`src/rtl/rxbuf_pkg.sv`:
```
package rxbuf_pkg;
  localparam int ERR_W  = 3;
  localparam int STAT_W = ERR_W + 1;
  localparam int OVR_BIT = ERR_W;

  typedef struct packed {
    logic loadHold;
    logic moveHold;
    logic popFifo;
    logic tagOverrun;
  } rxStrobes_t;
endpackage

```
`src/rtl/rxbuf_datapath.sv`:
```
module rxbuf_datapath
  import rxbuf_pkg::*;
#(
  parameter int DEPTH  = 8,
  parameter int DATA_W = 8,
  localparam int PTR_W  = (DEPTH > 1) ? $clog2(DEPTH) : 1,
  localparam int FCNT_W = $clog2(DEPTH + 1)
) (
  input  logic              clk,
  input  logic              rstN,
  input  rxStrobes_t        strobes,
  input  logic [DATA_W-1:0] inData,
  input  logic [ERR_W-1:0]  inErr,
  output logic              holdValid,
  output logic [FCNT_W-1:0] fifoCount,
  output logic [DATA_W-1:0] headData,
  output logic [STAT_W-1:0] headStatus
);
  logic [DATA_W-1:0] holdData;
  logic [STAT_W-1:0] holdStatus;
  logic [PTR_W-1:0]  wrPtr, rdPtr;
  logic [DATA_W-1:0] dataMem [DEPTH];
  logic [STAT_W-1:0] statMem [DEPTH];

  // holding register
  always_ff @(posedge clk or negedge rstN) begin
    if (!rstN) begin
      holdValid  <= 1'b0;
      holdData   <= '0;
      holdStatus <= '0;
    end else if (strobes.loadHold) begin
      holdValid  <= 1'b1;
      holdData   <= inData;
      holdStatus <= {1'b0, inErr};
    end else begin
      if (strobes.moveHold)   holdValid <= 1'b0;
      if (strobes.tagOverrun) holdStatus[OVR_BIT] <= 1'b1;
    end
  end

  // data and status FIFO entries, one slot per generate iteration
  for (genvar i = 0; i < DEPTH; i++) begin : g_slot
    always_ff @(posedge clk or negedge rstN) begin
      if (!rstN) begin
        dataMem[i] <= '0;
        statMem[i] <= '0;
      end else if (strobes.moveHold && wrPtr == PTR_W'(i)) begin
        dataMem[i] <= holdData;
        statMem[i] <= holdStatus;
      end
    end
  end

  function automatic logic [PTR_W-1:0] nextPtr(input logic [PTR_W-1:0] p);
    return (p == PTR_W'(DEPTH - 1)) ? '0 : p + PTR_W'(1);
  endfunction

  always_ff @(posedge clk or negedge rstN) begin
    if (!rstN) begin
      wrPtr     <= '0;
      rdPtr     <= '0;
      fifoCount <= '0;
    end else begin
      if (strobes.moveHold) wrPtr <= nextPtr(wrPtr);
      if (strobes.popFifo)  rdPtr <= nextPtr(rdPtr);
      fifoCount <= fifoCount + FCNT_W'(strobes.moveHold) - FCNT_W'(strobes.popFifo);
    end
  end

  assign headData   = dataMem[rdPtr];
  assign headStatus = (fifoCount != '0) ? statMem[rdPtr] : '0;
endmodule

```
`src/rtl/rxbuf_ctrl.sv`:
```
module rxbuf_ctrl
  import rxbuf_pkg::*;
#(
  parameter int DEPTH = 8,
  localparam int FCNT_W = $clog2(DEPTH + 1)
) (
  input  logic              inValid,
  input  logic              popReq,
  input  logic              rxEnable,
  input  logic [FCNT_W-1:0] threshold,
  input  logic              holdValid,
  input  logic [FCNT_W-1:0] fifoCount,
  input  logic [STAT_W-1:0] headStatus,
  output rxStrobes_t        strobes,
  output logic              dataReq,
  output logic              excReq
);
  logic              fifoEmpty;
  logic              fifoRoom;
  logic              headBad;
  logic [FCNT_W-1:0] effThr;

  always_comb begin
    fifoEmpty = (fifoCount == '0);
    strobes.popFifo    = popReq && !fifoEmpty;
    fifoRoom           = (fifoCount < FCNT_W'(DEPTH)) || strobes.popFifo;
    strobes.moveHold   = holdValid && fifoRoom;
    strobes.loadHold   = inValid && (!holdValid || strobes.moveHold);
    strobes.tagOverrun = inValid && holdValid && !strobes.moveHold;
  end

  always_comb begin
    if (threshold == '0)                 effThr = FCNT_W'(1);
    else if (threshold > FCNT_W'(DEPTH)) effThr = FCNT_W'(DEPTH);
    else                                 effThr = threshold;
    headBad = !fifoEmpty && (headStatus != '0);
    excReq  = rxEnable && headBad;
    dataReq = rxEnable && !fifoEmpty && !headBad && (fifoCount >= effThr);
  end
endmodule

```
`src/rtl/rxbuf_top.sv`:
```
module rxbuf_top
  import rxbuf_pkg::*;
#(
  parameter int DEPTH  = 8,
  parameter int DATA_W = 8,
  localparam int FCNT_W = $clog2(DEPTH + 1),
  localparam int CNT_W  = $clog2(DEPTH + 2)
) (
  input  logic              clk,
  input  logic              rstN,
  input  logic              inValid,
  input  logic [DATA_W-1:0] inData,
  input  logic [ERR_W-1:0]  inErr,
  input  logic              rxEnable,
  input  logic [FCNT_W-1:0] threshold,
  input  logic              popReq,
  output logic [DATA_W-1:0] outData,
  output logic [STAT_W-1:0] outStatus,
  output logic              outValid,
  output logic              dataReq,
  output logic              excReq,
  output logic [CNT_W-1:0]  rxCount
);
  rxStrobes_t        strobes;
  logic              holdValid;
  logic [FCNT_W-1:0] fifoCount;
  logic [STAT_W-1:0] headStatus;

  rxbuf_ctrl #(.DEPTH(DEPTH)) u_ctrl (
    .inValid(inValid), .popReq(popReq), .rxEnable(rxEnable),
    .threshold(threshold), .holdValid(holdValid), .fifoCount(fifoCount),
    .headStatus(headStatus), .strobes(strobes), .dataReq(dataReq), .excReq(excReq)
  );

  rxbuf_datapath #(.DEPTH(DEPTH), .DATA_W(DATA_W)) u_dp (
    .clk(clk), .rstN(rstN), .strobes(strobes), .inData(inData), .inErr(inErr),
    .holdValid(holdValid), .fifoCount(fifoCount), .headData(outData),
    .headStatus(headStatus)
  );

  assign outStatus = headStatus;
  assign outValid  = (fifoCount != '0);
  assign rxCount   = CNT_W'(fifoCount) + CNT_W'(holdValid);
endmodule

```
`config.mk`:
```
export PLATFORM = sky130hd
export DESIGN_NAME = rxbuf_top
export DESIGN_NICKNAME = d
export VERILOG_FILES = /design/src/rtl/rxbuf_pkg.sv /design/src/rtl/rxbuf_datapath.sv /design/src/rtl/rxbuf_ctrl.sv /design/src/rtl/rxbuf_top.sv
export SDC_FILE = /design/constraint.sdc
export NUM_CORES = 1
export LEC_CHECK = 0
export BUFFER_PORTS_ARGS = -buffer_cell sky130_fd_sc_hd__buf_4
export CAP_MARGIN = 20
export CORE_MARGIN = 2
export CORE_UTILIZATION = 51
export DETAILED_ROUTE_END_ITERATION = 10
export GPL_TIMING_DRIVEN = 0
export PLACE_DENSITY = 0.77
export SLEW_MARGIN = 20
export SYNTH_ARGS = -nofsm -noshare
export SYNTH_HDL_FRONTEND = slang
export SYNTH_HIERARCHICAL = 1
export SYNTH_SLANG_ARGS = --single-unit
```
`constraint.sdc`:
```
create_clock -name clk -period 2.9 [get_ports clk]
set_input_delay 0.58 -clock clk [delete_from_list [all_inputs] [get_ports clk]]
set_output_delay 0.58 -clock clk [all_outputs]
set_load 0.01 [all_outputs]
```
After elaboration in Yosys (flattened, before gate mapping)

Cells that the tools add are included.

Add/sub/neg operators: 5
Order comparisons: 4
Eq/ne operators: 8
Multiplexer cells: 15
Bitwise gates (word level): 1
Reductions and logical operators: 31

Operators by type and width:

| kind                | number |
|---|---|
| $bmux 8 s3          | 1 |
| $mux 4              | 5 |
| $logic_and 1x1->1   | 18 |
| $mux 8              | 2 |
| $eq 3x3->1 const B  | 5 |
| $bmux 4 s3          | 1 |
| $add 4x1->4         | 2 |
| $logic_not 4->1     | 2 |
| $reduce_bool 4->1   | 2 |
| $add 3x1->3 const B | 2 |
| $eq 3x2->1 const B  | 2 |
| $mux 3              | 2 |
| $ge 4x4->1          | 1 |
| $ge 4x4->1 const B  | 1 |
| $gt 4x4->1 const B  | 1 |
| $logic_not 1->1     | 4 |
| $lt 4x4->1 const B  | 1 |
| $mux 1              | 4 |
| $not 3->4           | 1 |
| $reduce_bool 2->1   | 2 |
| $sub 4x1->4         | 1 |
| $eq 3x1->1 const B  | 1 |
| $logic_not 3->1     | 1 |
| $logic_or 1x1->1    | 2 |

Flip-flop bits (word level): 119
Input bits: 20
Output and inout port bits: 19
Word-level logic and storage cells: 87

Longest topological paths before layout

Gate-level depths: netlist (run 1).

Depth after elaboration: 10
Mapped depth: 7
Mapped depth without buffers: 7

Hierarchy

Netlist (run 1), hierarchy kept.

By module, submodules not included:

| module         | instances | cells an instance | area each (sq um) | sequential area each (sq um) |
|---|---|---|---|---|
| rxbuf_datapath | 1         | 361               | 5462.7            | 2977.9 |
| rxbuf_ctrl     | 1         | 24                | 205.2             | 0.0 |
| rxbuf_top      | 1         | 6                 | 55.1              | 0.0 |

Worst setup path before layout (run 1)

Ideal clock, no wire load.

Kind: register to output
Start: register u_dp.fifoCount[2]
End: output dataReq
Data arrival time: 1.857 ns
Data required time: 2.320 ns
Slack: 0.463 ns
Stages on the path, launching flop included: 8
Buffers on the path: 0
Cell sequence: dfrtp_1 inv_1 ha_1 nor3b_1 a21oi_1 and4_1 nor4_1 and4bb_1

Cells in the longest elaborated chain, start to end: 7
Elaborated cells between the ends (all ways): 11
Classes of those cells: order compare: 1; mux: 1; reduce/logical: 9

RTL lines:

| what                           | line                 | source |
|---|---|---|
| start, declared                | rxbuf_datapath.sv:15 | `output logic [FCNT_W-1:0] fifoCount,` |
| start signal, assigned         | rxbuf_datapath.sv:66 | `fifoCount <= fifoCount + FCNT_W'(strobes.moveHold) - FCNT_W'(strobes.popFifo);` |
| $reduce_bool 4->1              | rxbuf_datapath.sv:71 | `assign headStatus = (fifoCount != '0) ? statMem[rdPtr] : '0;` |
| $mux 4                         | rxbuf_datapath.sv:71 |  |
| via outStatus[1]               | rxbuf_top.sv:18      | `output logic [STAT_W-1:0] outStatus,` |
| $reduce_bool 4->1              | rxbuf_ctrl.sv:36     | `headBad = !fifoEmpty && (headStatus != '0);` |
| $logic_and 1x1->1              | rxbuf_ctrl.sv:36     |  |
| $logic_not 1->1                | rxbuf_ctrl.sv:38     | `dataReq = rxEnable && !fifoEmpty && !headBad && (fifoCount >= effThr);` |
| $logic_and 1x1->1 (2 in a row) | rxbuf_ctrl.sv:38     |  |
| end, declared                  | rxbuf_top.sv:20      | `output logic dataReq,` |

The timed path passes the listed nets, and every way through them passes these cells.

Worst setup path in the final report (run 1)

Start: register u_dp.rdPtr[1]
End: output dataReq

Cells in the longest elaborated chain, start to end: 10

RTL lines:

| what                                      | line                 | source |
|---|---|---|
| start, declared                           | rxbuf_datapath.sv:21 | `logic [PTR_W-1:0] wrPtr, rdPtr;` |
| start signal, assigned                    | rxbuf_datapath.sv:65 | `if (strobes.popFifo) rdPtr <= nextPtr(rdPtr);` |
| $not 3->4 (not written as such)           | rxbuf_datapath.sv:71 |  |
| $bmux 4 s3                                | rxbuf_datapath.sv:71 |  |
| $mux 4 (not written as such) (2 in a row) | rxbuf_datapath.sv:71 |  |
| $mux 4                                    | rxbuf_datapath.sv:71 |  |
| $reduce_bool 4->1                         | rxbuf_ctrl.sv:36     |  |
| $logic_and 1x1->1                         | rxbuf_ctrl.sv:36     |  |
| $logic_not 1->1                           | rxbuf_ctrl.sv:38     |  |
| $logic_and 1x1->1 (2 in a row)            | rxbuf_ctrl.sv:38     |  |

Every way passes these cells. The select of a mux whose other input is x is not followed.

==> results.yml, run 1 <==
place:
  place_congestion: 0.745
  portBuffers: 38
  place_area_sq_um: 6210
  dpl.hpwl_um: 7500
  pre_cts_ws_ps: -72.6
clock_tree:
  clock_latency_ps: 510
  cts_buffer_depth: 2
  cts.htree.levels: 4
  cts_tree: "built"
  numCtsBuffers: 17
  root_buffer: "clkbuf_8"
  clkSinkCount: 119
  clk_pin_slew_ps: 60
global_routing:
  grt_pass1_vias: 3698
  grt_pass1_wl_um: 19500
  antenna_found_initial: 0
  overflow: 0
  track_usage: 0.225
  grt_start_max_net_pins: 69
floorplanning:
  start_util: 0.526
  ioPinCount: 39
  core_area_sq_um: 10900
  fp-row-count: 38
  die_h_um: 110
  die-area_sq_um: 12100
  die_w_um: 110
sta:
  tightest_slew_ps: 874
  slew_viol_final: 0
  post-route-min-period_ps: 2910
  slew_headroom: 0.417
  rsz0062_at_grt: "yes"
  finalWorstSetupSlack_ps: -8.12
  finalSetupViolCount: 1
  clock_skew_ps: 6.59
  worst_hold_slack_ps: 28.3
  fmax_ghz: 0.344
  period_share: 1.00
  hold_viol_final: 0
power_and_ir_drop:
  comb_power_share: 0.437
  power_frac_seq: 0.330
  power_switching_uw: 2950
  power_density_nw_per_um2: 1290
  internal_power_uw: 6160
  pwr-share-clk: 0.233
  vdd_drop_max_mv: 0.611
  total_power_uw: 9110
  swShare: 0.324
  power.leakage_uw: 0.00325
critical_path:
  critPathMaxFanout: 6
  worst_setup_path_start_kind: "flop"
  crit_path_top_delay_cell: "dfrtp_1"
  cp_cell_sequence: "buf_6, buf_12, mux2i_1, nand3_1, and4_4, nor4_4, and4bb_1, buf_4"
  arrival_ps: 2330
  critPathMaxStageDelay_ps: 380
  crit_type: "flop to output port"
  critPathBufInv: 3
  cp_top_family: "simple AND/OR/NAND/NOR gates"
  end_kind: "output port"
  critical_path_required_ps: 2320
synth:
  netlist_instances: 391
  synth_fp_nets: 431
  synth_edf_count: 0
  yosys_warnings: 6
  synth-seq-area-share: 0.520
  synthFlopType: "dfrtp_1"
  syn_avg_cell_area_sq_um: 14.6
  ys_types: 35
  synth_area_sq_um: 5720
  yosys.area.top_type: "dfrtp_1"
  synthTopCellsByArea: "dfrtp_1, mux2_2, mux4_1"
  synth_top_area_frac: 0.520
  async_flop_share: 1.00
  ys_ff_latch: 119
job:
  drv_cap: 0
cells_and_area:
  fin_area_sq_um: 7080
  antenna_cells: 0
  final_common_cell: "mux2_2"
  fin_nets: 501
  area_delta_synth_final_pct: 23.7
  fillers: 799
  mostFrequentLayoutCells: "mux2_2, dfrtp_1, buf_4, ha_1, clkbuf_16"
  drive_gt1_frac: 0.505
route:
  drc: 0
  post_drt_wl_per_cell_um: 20.7
  viasPerCell: 5.75
  vias: 3522
  initialDrtViolationCount: 97
  antenna_left: 0
  firstDrtPassIters: 4
  routed_wl_um: 12700
run_status:
  violations: "setup timing"
  status: "finished with violations"
hold_path:
  hp-class: "input port to async pin"
-- cell usage after synthesis, types with 4 or more instances --
cell and n:
nor2b_1 5, ha_1 19, mux2i_1 16, a21oi_1 6
and4_1 4, nand3_1 8, dfrtp_1 119, nor2_1 9
inv_1 14, mux2_2 118, buf_2 14, mux4_1 13
nand2_1 16
-- layer usage --
metal / wire length [um] / global-route usage / up-vias
met2: 6380 / 0.383 / 92
li1: - / - / 1576
met4: 333 / 0.103 / 0
met3: 624 / 0.0516 / 24
met1: 5350 / 0.272 / 1830
met5: 0 / 0 / -
-- power groups by stage --
stage / registers [uW] / logic [uW] / clock network, uW
CTS: 2980 / 3860 / 2140
detailed placement: 2980 / 3480 / 0
floorplan: 2800 / 2510 / 0
global placement: 2910 / 3360 / 0
global route: 3110 / 4300 / 2220
finish: 3000 / 3980 / 2120
-- cell type report --
type | instances | area [sq um] | area share
Multi-Input combinational cell | 239 | 2630 | 0.371
Inverter | 14 | 52.6 | 0.00743
Clock inverter | 10 | 146 | 0.0207
Sequential cell | 119 | 2980 | 0.421
Timing Repair Buffer | 52 | 465 | 0.0658
Tap cell | 140 | 175 | 0.0248
Buffer | 18 | 170 | 0.0240
Clock buffer | 21 | 459 | 0.0649
-- worst reg2reg max path, cell delays in order, from the launching register on --
cell      delay, ps
dfrtp_2         400
buf_4           160
nor2b_1         160
a21boi_1        620
buf_1           730
mux2_2          420
-- logic make-up after synthesis --
| kind of cell | Yosys count | synth area share |
|---|---|---|
| buffers and inverters | 33 | 0.0289 |
| AND/OR/NAND/NOR | 50 | 0.0466 |
| adder cells (fa/ha/maj) | 20 | 0.0450 |
| XOR/XNOR | 4 | 0.00612 |
| AO/OA/AOI/OAI | 15 | 0.0214 |
| multiplexers | 150 | 0.332 |
| flip-flops | 119 | 0.520 |
-- repair_timing --
action                     in CTS  in global routing
hold buffers                    0                  0
setup endpoints to repair      11                  6
buffers inserted                8                  3
pin swaps                       4                  3
gates resized for setup        36                  4
gates cloned                    0                  2
-- stage by stage --
| stage | instances | util | TNS [ps] |
|---|---|---|---|
| global placement | 569 | 0.568 | -75.5 |
| global route | 613 | 0.650 | -127 |
| CTS | 608 | 0.643 | 0 |
| finish | 613 | 0.650 | -8.12 |
| detailed placement | 570 | 0.571 | -72.6 |
| floorplan | 391 | - | 0 |
-- state kept, by name (all words and copies together) (netlist names) --
register	count
u_dp/holdValid	1
u_dp/wrPtr	3
u_dp/rdPtr	3
u_dp/fifoCount	4
u_dp/holdData	8
u_dp/holdStatus	4
u_dp/statMem	32
u_dp/dataMem	64
-- path summary, 6_finish.rpt --
path	cells after the start	slack (ps)	end	start
setup reg to reg	5	300	u_dp/holdData[2]$_DFFE_PN0P_	u_dp/fifoCount[3]$_DFF_PN0_
setup / recovery	8	-8	dataReq	u_dp/rdPtr[1]$_DFFE_PN0P_
hold / removal	1	30	u_dp/statMem[6]$_DFFE_PN0P_	rstN
hold reg to reg	1	500	u_dp/dataMem[57]$_DFFE_PN0P_	u_dp/dataMem[57]$_DFFE_PN0P_
max in group asynchronous	2	2170	u_dp/wrPtr[2]$_DFFE_PN0P_	rstN
min in group clk	2	290	u_dp/holdStatus[1]$_DFFE_PN0P_	inErr[1]
Note: power is estimated with default switching activity, not from simulation.
==> inputs of run 2 (changes only) <==
--- a/config.mk
+++ b/config.mk
@@ -11,7 +11,7 @@
 export CORE_UTILIZATION = 51
 export DETAILED_ROUTE_END_ITERATION = 10
 export GPL_TIMING_DRIVEN = 0
-export PLACE_DENSITY = 0.77
+export PLACE_DENSITY = 0.8
 export SLEW_MARGIN = 20
 export SYNTH_ARGS = -nofsm -noshare
 export SYNTH_HDL_FRONTEND = slang
==> constraint.sdc (replaced) <==
create_clock -name clk -period 2.4 [get_ports clk]
set_input_delay 0.48 -clock clk [delete_from_list [all_inputs] [get_ports clk]]
set_output_delay 0.48 -clock clk [all_outputs]
set_load 0.01 [all_outputs]
==> run 2 against run 1 <==
  * The run still ends with setup timing left
  * Critical path depth is 1 higher
  * Worst hold slack better by 170 ps
  * Critical endpoint unchanged
  * Highest routed layer unchanged
  * Largest power group unchanged
  * Die area stayed put
  * Sequential power is 23% higher
  * Non-clock buffer count is 4 higher
  * Wire length is 0.21% higher
  * Global-route usage is 0.33 points higher
==> results.yml, run 2 (synthesis gave the netlist of run 1 again) <==
run_status:
  status: "finished with violations"
  violations: "setup timing"
route:
  viasPerCell: 5.80
  routed_wl_um: 12700
  vias: 3584
  antenna_left: 0
  post_drt_wl_per_cell_um: 20.6
  firstDrtPassIters: 5
  drc: 0
  initialDrtViolationCount: 226
sta:
  rsz0062_at_grt: "yes"
  worst_hold_slack_ps: 202
  tightest_slew_ps: 529
  period_share: 1.17
  fmax_ghz: 0.355
  clock_skew_ps: 8.11
  finalWorstSetupSlack_ps: -413
  hold_viol_final: 0
  post-route-min-period_ps: 2810
  slew_headroom: 0.647
  slew_viol_final: 0
  finalSetupViolCount: 11
power_and_ir_drop:
  swShare: 0.320
  power_density_nw_per_um2: 1610
  power_switching_uw: 3710
  internal_power_uw: 7900
  comb_power_share: 0.446
  total_power_uw: 11600
  vdd_drop_max_mv: 0.859
  power_frac_seq: 0.318
  power.leakage_uw: 0.00327
  pwr-share-clk: 0.236
cells_and_area:
  mostFrequentLayoutCells: "dfrtp_1, mux2_2, buf_4, ha_1"
  fin_nets: 505
  top_regs: "u_dp/dataMem (64), u_dp/statMem (32), u_dp/holdData (8)"
  drive_gt1_frac: 0.548
  antenna_cells: 0
  top_register: "u_dp/dataMem"
  final_common_cell: "dfrtp_1"
  area_delta_synth_final_pct: 25.6
  largest_register_ffs: 64
  final_cells: 618
  fin_area_sq_um: 7190
job:
  drv_cap: 0
clock_tree:
  clock_latency_ps: 510
  cts_tree: "built"
  cts.htree.levels: 4
  cts_buffer_depth: 2
  root_buffer: "clkbuf_8"
  clkSinkCount: 119
  clk_pin_slew_ps: 60
  numCtsBuffers: 17
critical_path:
  critPathMaxStageDelay_ps: 410
  arrival_ps: 2330
  crit_type: "flop to output port"
  worst_setup_path_start_kind: "flop"
  timing.rr.start: "u_dp/fifoCount[3]$_DFF_PN0_"
  cp_top_family: "simple AND/OR/NAND/NOR gates"
  critPathLaunch: "u_dp/fifoCount[2]$_DFF_PN0_"
  critical_path_required_ps: 1920
  critPathBufInv: 3
  r2r_slack_ps: 110
  cp_cell_sequence: "inv_2, ha_4, nor3b_4, buf_4, a21oi_2, and4_4, nor4_4, and4bb_1, buf_6"
  crit_path_top_delay_cell: "dfrtp_2"
  critPathMaxFanout: 4
  end_kind: "output port"
floorplanning:
  start_util: 0.526
  die_w_um: 110
  die-area_sq_um: 12100
  fp-row-count: 38
  die_h_um: 110
  ioPinCount: 39
  core_area_sq_um: 10900
hold_path:
  hp-class: "input port to flop"
  min-delay-start: "inData[1]"
global_routing:
  grt_start_max_net_pins: 64
  track_usage: 0.229
  grt_pass1_vias: 3753
  antenna_found_initial: 0
  grt_pass1_wl_um: 20100
  overflow: 0
place:
  portBuffers: 38
  place_congestion: 0.790
  dpl.hpwl_um: 7700
  dp_cells: 570
  place_area_sq_um: 6210
run 2: cell count changes in the layout (fill, tap and decap cells not counted), moves of 5 or more:
cell / delta
mux4_1: -11
mux2_2: -8
buf_6: +9
buf_4: -5
mux4_2: +11
mux2_4: +8
run 2: through the flow:
| stage | TNS (ps) | setup WS [ps] | utilization |
|---|---|---|---|
| after global routing | -3330 | -507 | 0.660 |
| after CTS | -2800 | -429 | 0.655 |
| after floorplan | 0 | 62.9 | - |
| after global placement | -988 | -552 | 0.568 |
| final | -2580 | -413 | 0.660 |
| after detailed placement | -936 | -526 | 0.571 |
run 2: repair_timing:
item | in CTS | in global routing
gates cloned | 1 | 0
pin swaps | 5 | 4
setup buffers | 11 | 4
hold buffers | 1 | 0
resized for setup | 68 | 14
setup endpoints to repair | 22 | 13
endpoints found under the hold margin | 56 | 0
run 2: worst paths after layout:
check	to	cells past startpoint
worst max-delay path	dataReq	9
worst min-delay path	u_dp/holdData[1]$_DFFE_PN0P_	2
worst max register to register	u_dp/fifoCount[2]$_DFF_PN0_	9
worst min register to register	u_dp/dataMem[14]$_DFFE_PN0P_	1
max in group asynchronous	u_dp/fifoCount[3]$_DFF_PN0_	3
min in group asynchronous	u_dp/dataMem[29]$_DFFE_PN0P_	2
run 2: per-layer routing:
metal,up-vias,wire [um],track usage
met5,-,0,0
li1,1566,-,-
met1,1891,5460,0.295
met4,0,263,0.0850
met3,30,496,0.0504
met2,97,6490,0.378
run 2: power by group through the flow:
stage	combinational (uW)	sequential (uW)	clock [uW]
after floorplan	3030	3380	0
after global placement	4060	3510	0
after detailed placement	4200	3610	0
after CTS	5020	3650	2770
after global routing	5570	3800	2870
final	5170	3700	2740
run 2: area by class of cell:
type / count / area (sq um)
Clock buffer: 21 / 449
Sequential cell: 119 / 2980
Fill cell: 737 / 3700
Tap cell: 140 / 175
Multi-Input combinational cell: 239 / 2650
Timing Repair Buffer: 56 / 512
Clock inverter: 11 / 196
Buffer: 18 / 169
Inverter: 14 / 52.6
